### config.mk
export PLATFORM = sky130hd
export DESIGN_NAME = glyph_plotter
export DESIGN_NICKNAME = d
export VERILOG_FILES = /design/src/rtl/glyph_pkg.sv /design/src/rtl/glyph_attr_decode.sv /design/src/rtl/glyph_row_fetch.sv /design/src/rtl/glyph_seq.sv /design/src/rtl/glyph_plotter.sv
export SDC_FILE = /design/constraint.sdc
export NUM_CORES = 1
export LEC_CHECK = 0
export ABC_AREA = 1
export BUFFER_PORTS_ARGS = -buffer_cell sky130_fd_sc_hd__buf_4
export CAP_MARGIN = 15
export CORE_MARGIN = 1
export CORE_UTILIZATION = 45
export DETAILED_ROUTE_END_ITERATION = 6
export MAX_ROUTING_LAYER = met4
export PLACE_DENSITY = 0.66
export SETUP_SLACK_MARGIN = 0.4
export SLEW_MARGIN = 0
export SYNTH_ARGS = -nofsm -noshare
export SYNTH_HDL_FRONTEND = slang
export SYNTH_SLANG_ARGS = --single-unit
### constraint.sdc
create_clock -name clk -period 4.7 [get_ports clk]
set_clock_uncertainty 0.05 [all_clocks]
set_input_delay 0.235 -clock clk [delete_from_list [all_inputs] [get_ports clk]]
set_output_delay 0.235 -clock clk [all_outputs]
set_load 0.005 [all_outputs]
### src/rtl/glyph_pkg.sv
package glyph_pkg;

  localparam int          BYTE_W        = 8;
  localparam logic [7:0]  CMD_WRITE_MEM = 8'h2C;
  localparam logic [7:0]  FIRST_PRINT   = 8'h20;
  localparam int          PAL_ENTRIES   = 16;
  localparam int          PAL_STRIDE    = 4;
  localparam int          PAL_DEPTH     = PAL_ENTRIES * PAL_STRIDE;
  localparam int          PAL_AW        = $clog2(PAL_DEPTH);

  typedef enum logic [1:0] {ST_IDLE, ST_CMD, ST_PIX} seq_state_e;

  typedef struct packed {
    logic [7:0] r;
    logic [7:0] g;
    logic [7:0] b;
  } rgb_t;

  // control codes fold onto glyph zero
  function automatic logic [7:0] glyph_index(input logic [7:0] code);
    return (code < FIRST_PRINT) ? 8'h00 : code - FIRST_PRINT;
  endfunction

  // eight row slots per glyph
  function automatic logic [10:0] glyph_addr(input logic [7:0] g, input logic [2:0] row);
    return {g, row};
  endfunction

  function automatic logic [7:0] font_byte(input logic big, input logic [10:0] a);
    logic [7:0] mix;
    if (big) begin
      mix = a[7:0] * 8'd53 + 8'h3C;
      return mix ^ {a[10:8], 5'b00000};
    end else begin
      mix = a[7:0] * 8'd29 + 8'h91;
      return mix & 8'hF0;
    end
  endfunction

  // palette slot: entry index in the upper bits, component in the low two
  function automatic logic [PAL_AW-1:0] pal_addr(input logic [3:0] idx, input logic [1:0] comp);
    return {idx, comp};
  endfunction

  function automatic logic [7:0] pal_byte(input logic [PAL_AW-1:0] addr);
    logic base;
    logic [7:0] v;
    case (addr[1:0])
      2'd0:    base = addr[4];
      2'd1:    base = addr[3];
      2'd2:    base = addr[2];
      default: base = 1'b0;
    endcase
    v = 8'h00;
    if (base)    v = v + 8'hAA;
    if (addr[5]) v = v + 8'h55;
    if (addr[1:0] == 2'd3) v = 8'h00;
    return v;
  endfunction

endpackage

### src/rtl/glyph_attr_decode.sv
module glyph_attr_decode
  import glyph_pkg::*;
#(
  parameter int BIG_W   = 8,
  parameter int BIG_H   = 8,
  parameter int SMALL_W = 4,
  parameter int SMALL_H = 5
) (
  input  logic [7:0]  attr,
  input  logic        erase,
  input  rgb_t        bg,
  output rgb_t        fg_eff,
  output logic [2:0]  scale,
  output logic [3:0]  gw,
  output logic [3:0]  gh,
  output logic        big_font
);

  logic [7:0] pal_mem [PAL_DEPTH];
  rgb_t       pal_rgb;

  for (genvar i = 0; i < PAL_DEPTH; i++) begin : g_pal
    assign pal_mem[i] = pal_byte(PAL_AW'(i));
  end

  assign pal_rgb.r = pal_mem[pal_addr(attr[3:0], 2'd0)];
  assign pal_rgb.g = pal_mem[pal_addr(attr[3:0], 2'd1)];
  assign pal_rgb.b = pal_mem[pal_addr(attr[3:0], 2'd2)];

  assign fg_eff   = erase ? bg : pal_rgb;
  assign scale    = (attr[6:4] == 3'd0) ? 3'd1 : attr[6:4];
  assign big_font = attr[7];
  assign gw       = big_font ? 4'(BIG_W) : 4'(SMALL_W);
  assign gh       = big_font ? 4'(BIG_H) : 4'(SMALL_H);

endmodule

### src/rtl/glyph_row_fetch.sv
module glyph_row_fetch
  import glyph_pkg::*;
(
  input  logic       big_font,
  input  logic [7:0] char_code,
  input  logic [2:0] row,
  output logic [7:0] row_bits
);

  logic [7:0]  g;
  logic [10:0] a;

  assign g        = glyph_index(char_code);
  assign a        = glyph_addr(g, row);
  assign row_bits = font_byte(big_font, a);

endmodule

### src/rtl/glyph_seq.sv
module glyph_seq
  import glyph_pkg::*;
(
  input  logic       clk,
  input  logic       rst_n,
  input  logic       go,
  input  logic [3:0] gw,
  input  logic [3:0] gh,
  input  logic [2:0] scale,
  output seq_state_e state,
  output logic [3:0] row,
  output logic [3:0] col,
  output logic [1:0] comp,
  output logic       last_byte,
  output logic       done
);

  seq_state_e state_q;
  logic [3:0] row_q, col_q;
  logic [2:0] rrep_q, crep_q;
  logic [1:0] comp_q;
  logic       done_q;

  logic comp_end, crep_end, col_end, rrep_end, row_end, in_pix;

  assign in_pix    = (state_q == ST_PIX);
  assign comp_end  = (comp_q == 2'd2);
  assign crep_end  = (crep_q == scale - 3'd1);
  assign col_end   = (col_q  == gw - 4'd1);
  assign rrep_end  = (rrep_q == scale - 3'd1);
  assign row_end   = (row_q  == gh - 4'd1);
  assign last_byte = in_pix && comp_end && crep_end && col_end && rrep_end && row_end;

  always_ff @(posedge clk) begin
    if (!rst_n) begin
      state_q <= ST_IDLE;
      row_q   <= '0;
      col_q   <= '0;
      rrep_q  <= '0;
      crep_q  <= '0;
      comp_q  <= '0;
      done_q  <= 1'b0;
    end else begin
      done_q <= last_byte;
      case (state_q)
        ST_IDLE: begin
          if (go) begin
            state_q <= ST_CMD;
            row_q   <= '0;
            col_q   <= '0;
            rrep_q  <= '0;
            crep_q  <= '0;
            comp_q  <= '0;
          end
        end
        ST_CMD: state_q <= ST_PIX;
        ST_PIX: begin
          if (last_byte) state_q <= ST_IDLE;
          if (!comp_end) begin
            comp_q <= comp_q + 2'd1;
          end else begin
            comp_q <= '0;
            if (!crep_end) begin
              crep_q <= crep_q + 3'd1;
            end else begin
              crep_q <= '0;
              if (!col_end) begin
                col_q <= col_q + 4'd1;
              end else begin
                col_q <= '0;
                if (!rrep_end) begin
                  rrep_q <= rrep_q + 3'd1;
                end else begin
                  rrep_q <= '0;
                  row_q  <= row_q + 4'd1;
                end
              end
            end
          end
        end
        default: state_q <= ST_IDLE;
      endcase
    end
  end

  assign state = state_q;
  assign row   = row_q;
  assign col   = col_q;
  assign comp  = comp_q;
  assign done  = done_q;

endmodule

### src/rtl/glyph_plotter.sv
module glyph_plotter
  import glyph_pkg::*;
#(
  parameter int BIG_W   = 8,
  parameter int BIG_H   = 8,
  parameter int SMALL_W = 4,
  parameter int SMALL_H = 5
) (
  input  logic        clk,
  input  logic        rst_n,
  input  logic        start,
  input  logic [7:0]  char_code,
  input  logic [7:0]  attr,
  input  logic        erase,
  input  logic [23:0] bg_rgb,
  output logic        busy,
  output logic        done,
  output logic        out_valid,
  output logic        out_is_cmd,
  output logic [7:0]  out_byte
);

  logic [7:0] code_q, attr_q;
  logic       erase_q;
  rgb_t       bg_q;
  logic       accept;

  rgb_t       fg_w, trip_w;
  logic [2:0] scale_w;
  logic [3:0] gw_w, gh_w;
  logic       big_w;
  logic [7:0] row_bits_w;
  seq_state_e state_w;
  logic [3:0] row_w, col_w;
  logic [1:0] comp_w;
  logic       last_byte_w;
  logic       pix_bit_w;
  logic [7:0] pix_byte_w;

  assign accept = start && (state_w == ST_IDLE);

  always_ff @(posedge clk) begin
    if (!rst_n) begin
      code_q  <= '0;
      attr_q  <= 8'h10;
      erase_q <= 1'b0;
      bg_q    <= '0;
    end else if (accept) begin
      code_q  <= char_code;
      attr_q  <= attr;
      erase_q <= erase;
      bg_q    <= bg_rgb;
    end
  end

  glyph_attr_decode #(
    .BIG_W(BIG_W), .BIG_H(BIG_H), .SMALL_W(SMALL_W), .SMALL_H(SMALL_H)
  ) u_dec (
    .attr(attr_q), .erase(erase_q), .bg(bg_q),
    .fg_eff(fg_w), .scale(scale_w), .gw(gw_w), .gh(gh_w), .big_font(big_w)
  );

  glyph_row_fetch u_rom (
    .big_font(big_w), .char_code(code_q), .row(row_w[2:0]), .row_bits(row_bits_w)
  );

  glyph_seq u_seq (
    .clk(clk), .rst_n(rst_n), .go(accept),
    .gw(gw_w), .gh(gh_w), .scale(scale_w),
    .state(state_w), .row(row_w), .col(col_w), .comp(comp_w),
    .last_byte(last_byte_w), .done(done)
  );

  assign pix_bit_w = row_bits_w[3'd7 - col_w[2:0]];
  assign trip_w    = pix_bit_w ? fg_w : bg_q;

  always_comb begin
    case (comp_w)
      2'd0:    pix_byte_w = trip_w.r;
      2'd1:    pix_byte_w = trip_w.g;
      default: pix_byte_w = trip_w.b;
    endcase
  end

  assign busy       = (state_w != ST_IDLE);
  assign out_valid  = busy;
  assign out_is_cmd = (state_w == ST_CMD);
  assign out_byte   = (state_w == ST_CMD) ? CMD_WRITE_MEM :
                      (state_w == ST_PIX) ? pix_byte_w : 8'h00;

endmodule

Yosys cells after proc, flatten, opt, wreduce, memory -nomap -nowiden

Memory sizes are Yosys's and may differ from the RTL's.
Cells that the tools add are included.

Equal/unequal tests: 14
Reduce and logical (&&, ||, !) cells: 17
Add/subtract/negate cells: 12
Magnitude comparators: 5
Mux-type cells: 43
Bitwise gates (word level): 4
Multipliers: 2

Operators with widths:

| cell                                                                          | count |
|---|---|
| 8-bit 2-to-1 mux                                                              | 10 |
| 24-bit 2-to-1 mux                                                             | 2 |
| 4-bit 2-to-1 mux                                                              | 10 |
| 3-bit 2-to-1 mux                                                              | 8 |
| 7-bit >= comparator (second input constant)                                   | 3 |
| 6-bit NOT with 7-bit output                                                   | 3 |
| 4-bit one-hot mux with 2 select lines                                         | 2 |
| 8-bit one-hot mux with 2 select lines                                         | 1 |
| 3-bit one-hot mux with 2 select lines                                         | 2 |
| 4-bit by 1-bit adder with 4-bit output (second input constant)                | 2 |
| 8-bit by 6-bit adder with 8-bit output (second input constant)                | 1 |
| 8-bit adder (second input constant)                                           | 1 |
| 4-bit == test                                                                 | 2 |
| 8-bit by 6-bit less-than comparator with 1-bit output (second input constant) | 1 |
| 8-bit by 5-bit multiplier with 8-bit output (second input constant)           | 1 |
| 8-bit by 6-bit multiplier with 8-bit output (second input constant)           | 1 |
| 2-bit 2-to-1 mux                                                              | 4 |
| 2-bit by 1-bit != test with 1-bit output (second input constant)              | 4 |
| 4-bit by 1-bit subtractor with 4-bit output (second input constant)           | 2 |
| 8-bit by 6-bit subtractor with 8-bit output (second input constant)           | 1 |
| 8-bit bitwise XOR                                                             | 1 |
| 3-bit by 1-bit adder with 3-bit output (second input constant)                | 2 |
| 3-bit == test                                                                 | 2 |
| 1-bit logical AND                                                             | 6 |
| other kinds (19)                                                              | 25 |

Bits in read-only memories: 1536
Register bits: 60
Output and inout port bits: 12
Logic and storage cells: 113
Memories kept: 3

Memory list:

| name            | depth | width | read ports | clocked after memory_dff | wr ports | line                    | source |
|---|---|---|---|---|---|---|---|
| (no name shown) | 64    | 8     | 1          | 0                        | 0        | glyph_attr_decode.sv:26 | `assign pal_rgb.r = pal_mem[pal_addr(attr[3:0], 2'd0)];` |
| (no name shown) | 64    | 8     | 1          | 0                        | 0        | glyph_attr_decode.sv:27 | `assign pal_rgb.g = pal_mem[pal_addr(attr[3:0], 2'd1)];` |
| (no name shown) | 64    | 8     | 1          | 0                        | 0        | glyph_attr_decode.sv:28 | `assign pal_rgb.b = pal_mem[pal_addr(attr[3:0], 2'd2)];` |

Depth between registers and ports, before layout

Gate-level depths: netlist of run 1.

Depth after elaboration: 12
Depth in mapped cells: 33
Mapped depth without buffers: 32

Modules after synthesis

Synthesis of run 1 repeated with hierarchy kept, for this count alone.

Cells, all modules: 763
Area total of the unflattened synthesis: 4968.5 µm²

Modules (own cells, without submodules):

| module            | times used | cells each | seq. area each (µm²) | area each (µm²) |
|---|---|---|---|---|
| glyph_plotter     | 1          | 307        | 820.8                | 2058.2 |
| glyph_seq         | 1          | 198        | 380.4                | 1312.5 |
| glyph_row_fetch   | 1          | 187        | 0.0                  | 1256.2 |
| glyph_attr_decode | 1          | 71         | 0.0                  | 341.6 |

Least setup slack after synthesis of run 1

OpenSTA, ideal clock, no wires.

Path kind: flip-flop to output port
Start: register u_seq.row_q[1] (netlist: u_seq.row[1])
End: output port out_byte[0]
Data required time: 4.415 ns
Slack: 0.544 ns
Arrival time: 3.871 ns
Path buffers: 1
Cell stages (with the launch flop): 27
Cells stage by stage: dfxtp_1 > inv_1 > ha_1 > inv_1 > nor2_1 > nor2_1 > xor2_1 > ha_1 > inv_1 > fa_1 > inv_1 > ha_1 > xnor2_1 > xor2_1 > o21ai_0 > nand2_1 > nand2_1 > a21oi_1 > nand2_4 > nand2_8 > buf_8 > nand2_1 > o21ai_1 > nand2_1 > nand3_1 > nand2_1 > inv_1

Word-level cells in the longest chain between the ends: 10
Elaborated cells between the ends (all ways): 12
Classes of those cells: add/sub (2); mul (2); mux (7); bitwise (1)

Ends and longest elaborated chain:

| what                                          | line                | source |
|---|---|---|
| start: declaration                            | glyph_seq.sv:19     | `logic [3:0] row_q, col_q;` |
| start signal: assignment                      | glyph_seq.sv:75     | `row_q <= row_q + 4'd1;` |
| 8-bit by 6-bit multiplier with 8-bit output   | glyph_pkg.sv:32     | `mix = a[7:0] * 8'd53 + 8'h3C;` |
| 8-bit by 6-bit adder with 8-bit output        | glyph_pkg.sv:32     |  |
| 8-bit bitwise XOR                             | glyph_pkg.sv:33     | `return mix ^ {a[10:8], 5'b00000};` |
| 8-bit 2-to-1 mux (*)                          | glyph_pkg.sv:31     | `if (big) begin` |
| 1-bit binary-select mux with 3-bit select (*) | glyph_plotter.sv:74 | `assign pix_bit_w = row_bits_w[3'd7 - col_w[2:0]];` |
| 1-bit 2-to-1 mux (implied by the code) (*)    | glyph_plotter.sv:74 |  |
| 24-bit 2-to-1 mux (*)                         | glyph_plotter.sv:75 | `assign trip_w = pix_bit_w ? fg_w : bg_q;` |
| 8-bit one-hot mux with 2 select lines (*)     | glyph_plotter.sv:78 | `case (comp_w)` |
| 8-bit 2-to-1 mux (*)                          | glyph_plotter.sv:89 | `(state_w == ST_PIX) ? pix_byte_w : 8'h00;` |
| 8-bit 2-to-1 mux (*)                          | glyph_plotter.sv:88 | `assign out_byte = (state_w == ST_CMD) ? CMD_WRITE_MEM :` |
| end: declaration                              | glyph_plotter.sv:20 | `output logic [7:0] out_byte` |

Mark *: on every way between the ends. The rest lies on a longest branch, timed or not. The select of a mux whose other input is x is not followed.

Worst setup path after layout of run 1

Start: register code_q[7]
End: output port out_byte[1]

Word-level cells in the longest chain between the ends: 12
Elaborated cells between the ends (all ways): 15
Classes of those cells: add/sub (3); mul (2); order compare (1); mux (8); bitwise (1)

Ends and longest elaborated chain:

| what                                                  | line                | source |
|---|---|---|
| start: declaration                                    | glyph_plotter.sv:23 | `logic [7:0] code_q, attr_q;` |
| start signal: assignment                              | glyph_plotter.sv:49 | `code_q <= char_code;` |
| 8-bit by 6-bit less-than comparator with 1-bit output | glyph_pkg.sv:21     | `return (code < FIRST_PRINT) ? 8'h00 : code - FIRST_PRINT;` |
| 8-bit 2-to-1 mux (*)                                  | glyph_pkg.sv:21     |  |
| 8-bit by 6-bit multiplier with 8-bit output           | glyph_pkg.sv:32     |  |
| 8-bit by 6-bit adder with 8-bit output                | glyph_pkg.sv:32     |  |
| 8-bit bitwise XOR                                     | glyph_pkg.sv:33     |  |
| 8-bit 2-to-1 mux (*)                                  | glyph_pkg.sv:31     |  |
| 1-bit binary-select mux with 3-bit select (*)         | glyph_plotter.sv:74 |  |
| 1-bit 2-to-1 mux (implied by the code) (*)            | glyph_plotter.sv:74 |  |
| 24-bit 2-to-1 mux (*)                                 | glyph_plotter.sv:75 |  |
| 8-bit one-hot mux with 2 select lines (*)             | glyph_plotter.sv:78 |  |
| 8-bit 2-to-1 mux (*)                                  | glyph_plotter.sv:89 |  |
| 8-bit 2-to-1 mux (*)                                  | glyph_plotter.sv:88 |  |

Marked as above.

==> reports/qor.yml, run 1 <==
run_status:
  status: "finished, violations left"
  violations: "negative setup slack"
layout:
  n_antenna_cell: 0
  final_cell_mix: "nand2_1 (138), inv_1 (85), buf_4 (69)"
  fin_cells: 800
  final_cell_area_um2: 5400
  num-fill-cells: 815
  final_common_cell: "nand2_1"
  final-seq-area_um2: 1210
  area_growth_pct: 30.1
  finish.net_count: 773
  multi_input_area_um2: 2820
  final_layout_size_suffix_gt1_frac: 0.262
critical_path:
  required_ns: 4.41
  cp_max_fo: 6
  slowest_delay_ns: 0.56
  cpMostUsedCell: "nand2_4"
  path_buf_inv: 4
  slowest_stage: "fa_1"
  crit_arrival_ns: 4.52
  critPathTopFamily: "adder cells"
  cp.depth: 25
  reg2reg_depth: 11
  criticalPathCategory: "flop to primary output"
  endpoint_kind: "primary output"
  cp-start-kind: "flop"
detailed_routing:
  drtIter0Drc: 191
  via_per_inst: 5.24
  routed_wirelength_um: 11200
  firstDrtPassIters: 4
  routedWlPerCell_um: 14.0
  remaining_drc_errors: 0
  num_vias: 4189
  drtAntennaViolNets: 0
power:
  p_sw_frac: 0.355
  power_frac_clock: 0.284
  ir_drop_v: 0.000210
  power.density_nw_per_um2: 344
  combinationalPowerShare: 0.408
  pwr-share-seq: 0.308
  p_int_uw: 1200
  power_switching_uw: 659
  p_leak_uw: 0.00254
min_path:
  hp-class: "input port to flop"
  hold_depth: 3
global_routing:
  grtUsageTotal: 0.243
  grt_pass1_wl_um: 18300
  grt_pass1_vias: 4069
  grt.overflow.total: 0
  antenna_found_initial: 0
  grt_max_degree: 30
die:
  core_um2: 8810
  io_pins: 56
  die_area_um2: 9600
  rows: 34
  start_util: 0.471
  die_y_um: 98.0
  die_w_um: 98.0
logic_synthesis:
  synth_ff_type: "dfxtp_1"
  synth-seq-area-share: 0.290
  synth_nets: 697
  syn-instance-count: 611
  synth.avg_cell_area_um2: 6.79
  ys_types: 42
  ys_warn_count: 0
  yosys_register_bits: 60
  synth_edf_count: 0
  netlist_area_um2: 4150
  async_reset_ff_frac: 0
placement:
  pre_cts_ws_ns: 0.0130
  finalWeightedCongestion: 0.901
  io_buffer_count: 55
  place_inst: 764
  placed_area_um2: 4650
  dpl.hpwl_um: 7890
clock_tree:
  cts_hold_buf: 0
  cts.sinks: 60
  cts_buffer_depth: 2
  cts_htree_levels: 3
  cts-buffers-inserted: 9
  root_buffer: "clkbuf_8"
  clk_pin_slew_ns: 0.08
  cts_tree: "done"
  clock_latency_ns: 0.33
timing:
  setup_viol: 8
  rsz0062_at_grt: "yes"
  finalWorstSetupSlack_ns: -0.109
  fmax_ghz: 0.208
  holdWs_ns: 0.0396
  fin_crit_ns: 4.81
  slew_viol_final: 0
  min_period_over_period: 1.02
  worstMarginPinSlew_ns: 0.749
  hold_violations: 0
  finalSetupTns_ns: -0.559
  relSlewSlack: 0.500
run:
  cap_violations: 0
-- final timing paths --
check / startpoint / end / slack [ns]
max: code_q[7] / out_byte[1] / -0.11
min: bg_rgb[20] / bg_q[20] / 0.04
max reg2reg: u_seq.state[1] / u_seq.row[3] / 2.09
min reg2reg: code_q[4] / code_q[4] / 0.42
-- layout make-up --
cell class | count | share of cell area
multi-input cells | 437 | 0.522
flip-flops and latches | 60 | 0.224
repair buffers | 79 | 0.117
inverters | 100 | 0.0705
clock buffers | 11 | 0.0262
well taps | 108 | 0.0250
clock inverters | 5 | 0.0158
-- metal layers --
metal | share of wire | global-route usage
met1 | 0.44 | 0.282
met2 | 0.50 | 0.424
met3 | 0.045 | 0.0401
met4 | 0.020 | 0.0839
met5 | 0 | -
-- through the flow --
stage	utilization	power, µW
2_1_floorplan	-	982
3_3_place_gp	0.529	1100
3_5_place_dp	0.529	1110
4_1_cts	0.583	1740
5_1_grt	0.613	1970
6_report	0.613	1860
-- logic make-up (layout without fill, tap and decap cells) --
family	Yosys count	count (layout)	synth area share
buffers and inverters	116	195	0.112
adders and majority gates	42	42	0.141
and+or+nand+nor	262	264	0.271
DFF	60	60	0.290
xor gates and xnor gates	13	13	0.0275
AOI/OAI and AO/OA	118	118	0.159
-- what timing repair did --
item                                    CTS  global route
setup buffers                             8            10
gates cloned                              2             0
pin swaps                                21            33
resized for setup                        35            49
endpoints found under the setup margin    8             8
-- power by group through the flow --
stage                     sequential (µW)  combinational [µW]  clock, µW
final                                 572                 759        527
after global routing                  576                 833        559
after CTS                             572                 638        536
after detailed placement              582                 529          0
after global placement                581                 517          0
after floorplan                       576                 406          0
-- flip-flops by register name, indices dropped and copies added (netlist names) --
name          flops
erase_q           1
u_seq.done        1
u_seq.row         4
u_seq.crep_q      3
attr_q            8
u_seq.comp        2
u_seq.rrep_q      3
u_seq.state       2
u_seq.col         4
code_q            8
bg_q             24
-- worst min-delay path, delay by kind of cell --
kind,cells,cell delay (ns)
AOI/OAI and AO/OA,1,0.05
buffers and inverters,1,0.07
and+or+nand+nor,1,0.04
-- synthesized netlist by cell type (2+ instances only) --
cell type    n  area share
xor2_1       8       0.017
buf_4        2      0.0036
o22ai_1      2      0.0030
a22o_1       4      0.0084
nand2_1    151        0.14
a21oi_2      4      0.0084
o21ai_0     61       0.074
a211oi_1     4      0.0072
clkbuf_1    11       0.010
or2_2        2      0.0030
nand2_4      4       0.011
inv_2        4      0.0036
nand2_2      4      0.0060
o21ai_1     15       0.018
nor2_1      54       0.049
fa_1         8       0.039
ha_1        34        0.10
inv_1       95       0.086
a21oi_1     21       0.025
dfxtp_1     60        0.29
nand3b_1     2      0.0036
nand3_1     32       0.039
o211ai_1     2      0.0036
nor3_1       5      0.0060
xnor2_1      5       0.011
Note: power is estimated with default switching activity, not from simulation.
==> inputs of run 2 (changes only) <==
--- a/config.mk
+++ b/config.mk
@@ -5,7 +5,6 @@
 export SDC_FILE = /design/constraint.sdc
 export NUM_CORES = 1
 export LEC_CHECK = 0
-export ABC_AREA = 1
 export BUFFER_PORTS_ARGS = -buffer_cell sky130_fd_sc_hd__buf_4
 export CAP_MARGIN = 15
 export CORE_MARGIN = 1
==> run 2 against run 1 <==
  * The flow still finishes with violations (negative setup slack)
  * Cell count down 20%
  * Highest routed layer unchanged
  * Maximum frequency down 2.7%
  * Wire length down 18%
  * First-iteration DRC count down 35%
==> reports/qor.yml, run 2 <==
logic_synthesis:
  synth_nets: 563
  netlist_area_um2: 3990
  async_reset_ff_frac: 0
  synth_top_area_frac: 0.301
  synthTopCellsByCount: "nand2_1 (104), dfxtp_1 (60), a21boi_0 (41)"
  synth_edf_count: 0
  synthTopCellsByArea: "dfxtp_1 (30%), ha_1 (11%), nand2_1 (9.8%), a21boi_0 (7.7%), fa_1 (4.0%)"
  synth.avg_cell_area_um2: 8.37
  yosys_register_bits: 60
  syn-instance-count: 477
  synth_most_common_cell: "nand2_1"
  synth-seq-area-share: 0.301
  synth_ff_type: "dfxtp_1"
  synth_area_leader_cell: "dfxtp_1"
  ys_types: 56
  ys_warn_count: 0
timing:
  finalWorstSetupSlack_ns: -0.243
  worstMarginPinSlew_ns: 0.633
  relSlewSlack: 0.577
  setup_viol: 8
  fmax_ghz: 0.202
  slew_viol_final: 0
  hold_violations: 0
  rsz0062_at_grt: "yes"
  fin_crit_ns: 4.94
  min_period_over_period: 1.05
layout:
  area_growth_pct: 21.7
  final_cell_mix: "nand2_1 (104), buf_4 (68), dfxtp_1 (59)"
  final_common_cell: "nand2_1"
  multi_input_area_um2: 2670
  final_cell_area_um2: 4860
  largestRegisters: "bg_q x24, attr_q x8, code_q x8"
  n_antenna_cell: 0
  final_layout_size_suffix_gt1_frac: 0.207
  largest_reg_flops: 24
  num-fill-cells: 809
  top_register: "bg_q"
  finish.net_count: 618
  final-seq-area_um2: 1200
power:
  combinationalPowerShare: 0.205
  p_int_uw: 1010
  p_sw_frac: 0.278
  power_frac_clock: 0.391
  power.density_nw_per_um2: 288
  p_leak_uw: 0.00216
  pwr-share-seq: 0.404
  ir_drop_v: 0.000223
  power_switching_uw: 389
placement:
  dpl.hpwl_um: 6900
  finalWeightedCongestion: 0.838
  pre_cts_ws_ns: -0.0665
  io_buffer_count: 55
  placed_area_um2: 4580
global_routing:
  grt_pass1_wl_um: 15600
  antenna_found_initial: 0
  grt_max_degree: 53
  grt_pass1_vias: 3318
  grt.overflow.total: 0
  grtUsageTotal: 0.226
min_path:
  min_to: "attr_q[4]"
  hp-start: "attr[4]"
  hold_depth: 3
  hp-class: "input port to flop"
run_status:
  status: "finished, violations left"
  violations: "negative setup slack"
critical_path:
  path_buf_inv: 2
  slowest_stage: "fa_1"
  slowest_delay_ns: 0.53
  reg2reg_depth: 11
  cp-start-kind: "flop"
  required_ns: 4.41
  criticalPathCategory: "flop to primary output"
  timing.rr.end: "u_seq.rrep_q[2]"
  crit_arrival_ns: 4.66
  endpoint_kind: "primary output"
  cp_max_fo: 7
  crit_chain: "or3_4 > nand2_4 > inv_2 > fa_1 > fa_1 > fa_1 > ha_4 > o21a_1 > o21a_1 > or4_4 > a31o_4 > o21ai_4 > o21ai_2 > a221oi_2 > buf_4"
  r2r_start: "attr_q[5]"
  cpMostUsedCell: "fa_1"
  critPathTopFamily: "adder cells"
  rrSetupSlack_ns: 1.91
die:
  start_util: 0.476
  die_w_um: 96.2
  io_pins: 56
  die_y_um: 96.2
  core_um2: 8380
  die_area_um2: 9250
  rows: 33
detailed_routing:
  drtIter0Drc: 124
  remaining_drc_errors: 0
  routed_wirelength_um: 9190
  routedWlPerCell_um: 14.3
  via_per_inst: 5.20
  num_vias: 3339
  drtAntennaViolNets: 0
  firstDrtPassIters: 4
clock_tree:
  cts_tree: "done"
  cts_hold_buf: 0
  clk_pin_slew_ns: 0.07
  cts-buffers-inserted: 9
  root_buffer: "clkbuf_8"
  clock_latency_ns: 0.33
  cts_buffer_depth: 2
  cts.sinks: 60
  cts_htree_levels: 3
run:
  cap_violations: 0
run 2: cell types whose count changed after synthesis, sizes merged, moves of 6 or more:
cell    previous run  this run
o21ai             77        12
inv               99        31
xor2               8        14
clkbuf            11        20
nand2            160       105
nand3             33         8
a21boi             0        41
and2               0         6
a21oi             25        12
xnor2              5        17
mux2i              0        15
nor2              55        22
run 2: cells by family (layout without fill, tap and decap cells):
logic type | after synthesis | after routing | synth area share
muxes | 15 | 15 | 0.0376
AOI/OAI and AO/OA | 100 | 100 | 0.183
adders and majority gates | 42 | 42 | 0.147
and+or+nand+nor | 171 | 171 | 0.190
DFF | 60 | 60 | 0.301
buffers and inverters | 55 | 115 | 0.0552
xor gates and xnor gates | 34 | 34 | 0.0868
run 2: metal layers:
metal	global-route usage	wire (µm)	up-vias
met5	-	0	-
li1	-	-	1714
met4	0.0522	59	0
met2	0.366	4270	63
met1	0.290	4490	1558
met3	0.0466	360	4
run 2: per-stage QoR:
step	hold slack [ns]	cells	power, µW	TNS, ns	utilization
after floorplan	0.309	477	770	0	-
after CTS	0.0815	641	1410	-1.64	0.577
after global routing	0.0666	642	1470	-3.10	0.579
after global placement	0.402	624	848	0	0.546
after detailed placement	0.407	624	854	-0.254	0.546
final	0.0929	642	1400	-1.76	0.579
run 2: tightest hold or removal path, cell delays in order:
cell and delay (ns):
buf_4 0.09, nand2_1 0.04, nand3_1 0.07
run 2: area by class of cell:
| type | count | share of cell area |
|---|---|---|
| clock inverters | 3 | 0.0142 |
| well taps | 105 | 0.0270 |
| flip-flops and latches | 60 | 0.248 |
| multi-input cells | 362 | 0.549 |
| repair buffers | 68 | 0.105 |
| inverters | 31 | 0.0245 |
| clock buffers | 13 | 0.0327 |
run 2: worst max path at each step:
| stage | startpoint | to | slack, ns | cells after the start |
|---|---|---|---|---|
| 3_5_place_dp | code_q[6] | out_byte[5] | -0.07 | 19 |
| 6_report | code_q[6] | out_byte[1] | -0.24 | 15 |
| 4_1_cts | code_q[5] | out_byte[5] | -0.23 | 17 |
| 2_1_floorplan | code_q[6] | out_byte[3] | 0.22 | 15 |
| 3_3_place_gp | code_q[6] | out_byte[3] | 0.05 | 19 |
| 5_1_grt | code_q[6] | out_byte[4] | -0.42 | 15 |
run 2: power groups by stage:
stage | Combinational, µW | Clock, µW | Sequential, µW
2_1_floorplan | 204 | 0 | 565
3_3_place_gp | 273 | 0 | 575
3_5_place_dp | 278 | 0 | 576
4_1_cts | 286 | 556 | 565
5_1_grt | 320 | 586 | 569
6_report | 287 | 546 | 565
run 2: repair_timing:
item                       4_1_cts  5_1_grt
pin swaps                        7        6
setup endpoints to repair        8        8
gates cloned                     0        0
resized for setup                5        3
setup buffers                    1        1
==> inputs of run 3 (changes only) <==
--- a/config.mk
+++ b/config.mk
@@ -11,7 +11,8 @@
 export CORE_UTILIZATION = 45
 export DETAILED_ROUTE_END_ITERATION = 6
 export MAX_ROUTING_LAYER = met4
-export PLACE_DENSITY = 0.66
+export PLACE_DENSITY = 0.69
+export REMOVE_ABC_BUFFERS = 1
 export SETUP_SLACK_MARGIN = 0.4
 export SLEW_MARGIN = 0
 export SYNTH_ARGS = -nofsm -noshare
==> constraint.sdc (replaced) <==
create_clock -name clk -period 4.45 [get_ports clk]
set_clock_uncertainty 0.05 [all_clocks]
set_input_delay 0.2225 -clock clk [delete_from_list [all_inputs] [get_ports clk]]
set_output_delay 0.2225 -clock clk [all_outputs]
set_load 0.005 [all_outputs]
==> run 3 against run 2 <==
  * Largest cell class unchanged
  * Global-route usage increased by 0.15 points
  * Critical endpoint is now out_byte[2]
  * Die area unchanged
  * Sequential power increased by 5.7%
  * The flow still finishes with violations (negative setup slack)
  * Highest routed layer unchanged
  * Non-clock buffer count increased by 18
  * Final area increased by 4.0%
==> reports/qor.yml, run 3 (synthesis gave the netlist of run 2 again) <==
layout:
  final_layout_size_suffix_gt1_frac: 0.245
  final_cell_area_um2: 5050
  num-fill-cells: 714
  multi_input_area_um2: 2710
  largestRegisters: "bg_q x24, attr_q x8, code_q x8"
  n_antenna_cell: 0
  final-seq-area_um2: 1200
  final_common_cell: "nand2_1"
  fin_cells: 660
  area_growth_pct: 26.5
  finish.net_count: 636
  final_cell_mix: "nand2_1 (102), buf_4 (83), dfxtp_1 (58)"
  largest_reg_flops: 24
  top_register: "bg_q"
critical_path:
  timing.rr.end: "u_seq.rrep_q[1]"
  r2r_start: "u_seq.comp[1]"
  crit_arrival_ns: 4.70
  cp-start-kind: "flop"
  endpoint_kind: "primary output"
  rrSetupSlack_ns: 1.72
  reg2reg_depth: 6
  required_ns: 4.18
  criticalPathCategory: "flop to primary output"
  cp_max_fo: 4
placement:
  placed_area_um2: 4650
  pre_cts_ws_ns: -0.384
  place_inst: 641
  finalWeightedCongestion: 0.828
  io_buffer_count: 55
  dpl.hpwl_um: 6670
global_routing:
  grt.overflow.total: 0
  grt_max_degree: 53
  grt_pass1_wl_um: 15700
  grt_pass1_vias: 3454
  antenna_found_initial: 0
  grtUsageTotal: 0.228
timing:
  hold_violations: 0
  finalSetupTns_ns: -4.01
  setup_viol: 8
  min_period_over_period: 1.12
  rsz0062_at_grt: "yes"
  fin_crit_ns: 4.97
  relSlewSlack: 0.561
  worstMarginPinSlew_ns: 0.657
  slew_viol_final: 0
  fmax_ghz: 0.201
  finalWorstSetupSlack_ns: -0.520
clock_tree:
  cts-buffers-inserted: 9
  cts_hold_buf: 0
  cts.sinks: 60
  clock_latency_ns: 0.34
  clk_pin_slew_ns: 0.08
  root_buffer: "clkbuf_8"
  cts_buffer_depth: 2
  cts_htree_levels: 3
  cts_tree: "done"
power:
  power.density_nw_per_um2: 295
  p_leak_uw: 0.00227
  ir_drop_v: 0.000368
run:
  cap_violations: 0
detailed_routing:
  drtAntennaViolNets: 0
  via_per_inst: 5.22
  routed_wirelength_um: 9430
  drtIter0Drc: 145
  firstDrtPassIters: 4
  remaining_drc_errors: 0
  routedWlPerCell_um: 14.3
  num_vias: 3442
run_status:
  violations: "negative setup slack"
  status: "finished, violations left"
min_path:
  hold_depth: 3
  hp-start: "attr[4]"
  min_to: "attr_q[4]"
  hp-class: "input port to flop"
die:
  die_area_um2: 9250
  die_w_um: 96.2
  rows: 33
  core_um2: 8380
  io_pins: 56
  die_y_um: 96.2
  start_util: 0.476
## run 3: cell count changes in the layout (fill, tap and decap cells not counted), moves of 2 or more
cell	change
buf_4	+15
buf_6	+2
clkbuf_1	-2
clkinv_2	+2
nand2_1	-2
## run 3: repair_timing
action / CTS / global route
pin swaps: 10 / 14
endpoints found under the setup margin: 8 / 8
setup buffers: 1 / 2
endpoints found under the hold margin: 0 / 0
resized for setup: 10 / 19
## run 3: routing by layer
| layer | up-vias | GRT usage | share of wire | routed length [µm] |
|---|---|---|---|---|
| li1 | 1747 | - | - | - |
| met1 | 1594 | 0.279 | 0.47 | 4450 |
| met2 | 85 | 0.384 | 0.47 | 4440 |
| met3 | 16 | 0.0427 | 0.044 | 414 |
| met4 | 0 | 0.0597 | 0.013 | 127 |
| met5 | - | - | 0 | 0 |
## run 3: area by class of cell
class | count | area share
inverters | 31 | 0.0235
flip-flops and latches | 60 | 0.238
clock buffers | 10 | 0.0272
multi-input cells | 362 | 0.536
repair buffers | 86 | 0.132
clock inverters | 6 | 0.0171
well taps | 105 | 0.0260
## run 3: worst max-delay path, cell delays in order, from the launching register on
cell and delay, ns:
dfxtp_2 0.32, or3_4 0.41, nand2_4 0.09, inv_2 0.03
fa_1 0.49, fa_1 0.43, fa_1 0.54, ha_4 0.21
o21a_1 0.11, o21a_1 0.18, or4_4 0.52, a31o_4 0.26
o21ai_4 0.21, buf_12 0.15, mux2i_1 0.17, o21bai_1 0.07
buf_4 0.15
## run 3: worst max path at each step
stage,from,endpoint,slack (ns)
3_3_place_gp,code_q[7],out_byte[1],-0.32
2_1_floorplan,code_q[7],out_byte[1],-0.23
5_1_grt,code_q[7],out_byte[4],-0.68
6_report,code_q[7],out_byte[2],-0.52
4_1_cts,code_q[5],out_byte[0],-0.59
3_5_place_dp,code_q[7],out_byte[1],-0.38
## run 3: power by group
| group | internal, µW | total [µW] | switching [µW] |
|---|---|---|---|
| combinational | 171 | 335 | 164 |
| sequential | 567 | 597 | 30.0 |
| clock | 330 | 559 | 229 |
| total | 1070 | 1490 | 422 |
## run 3: through the flow
step                hold slack, ns  power [µW]   util
CTS                         0.0349        1480  0.590
floorplan                    0.244         787      -
detailed placement           0.394         899  0.554
global placement             0.382         891  0.554
global route                0.0281        1560  0.603
finish                      0.0420        1490  0.603
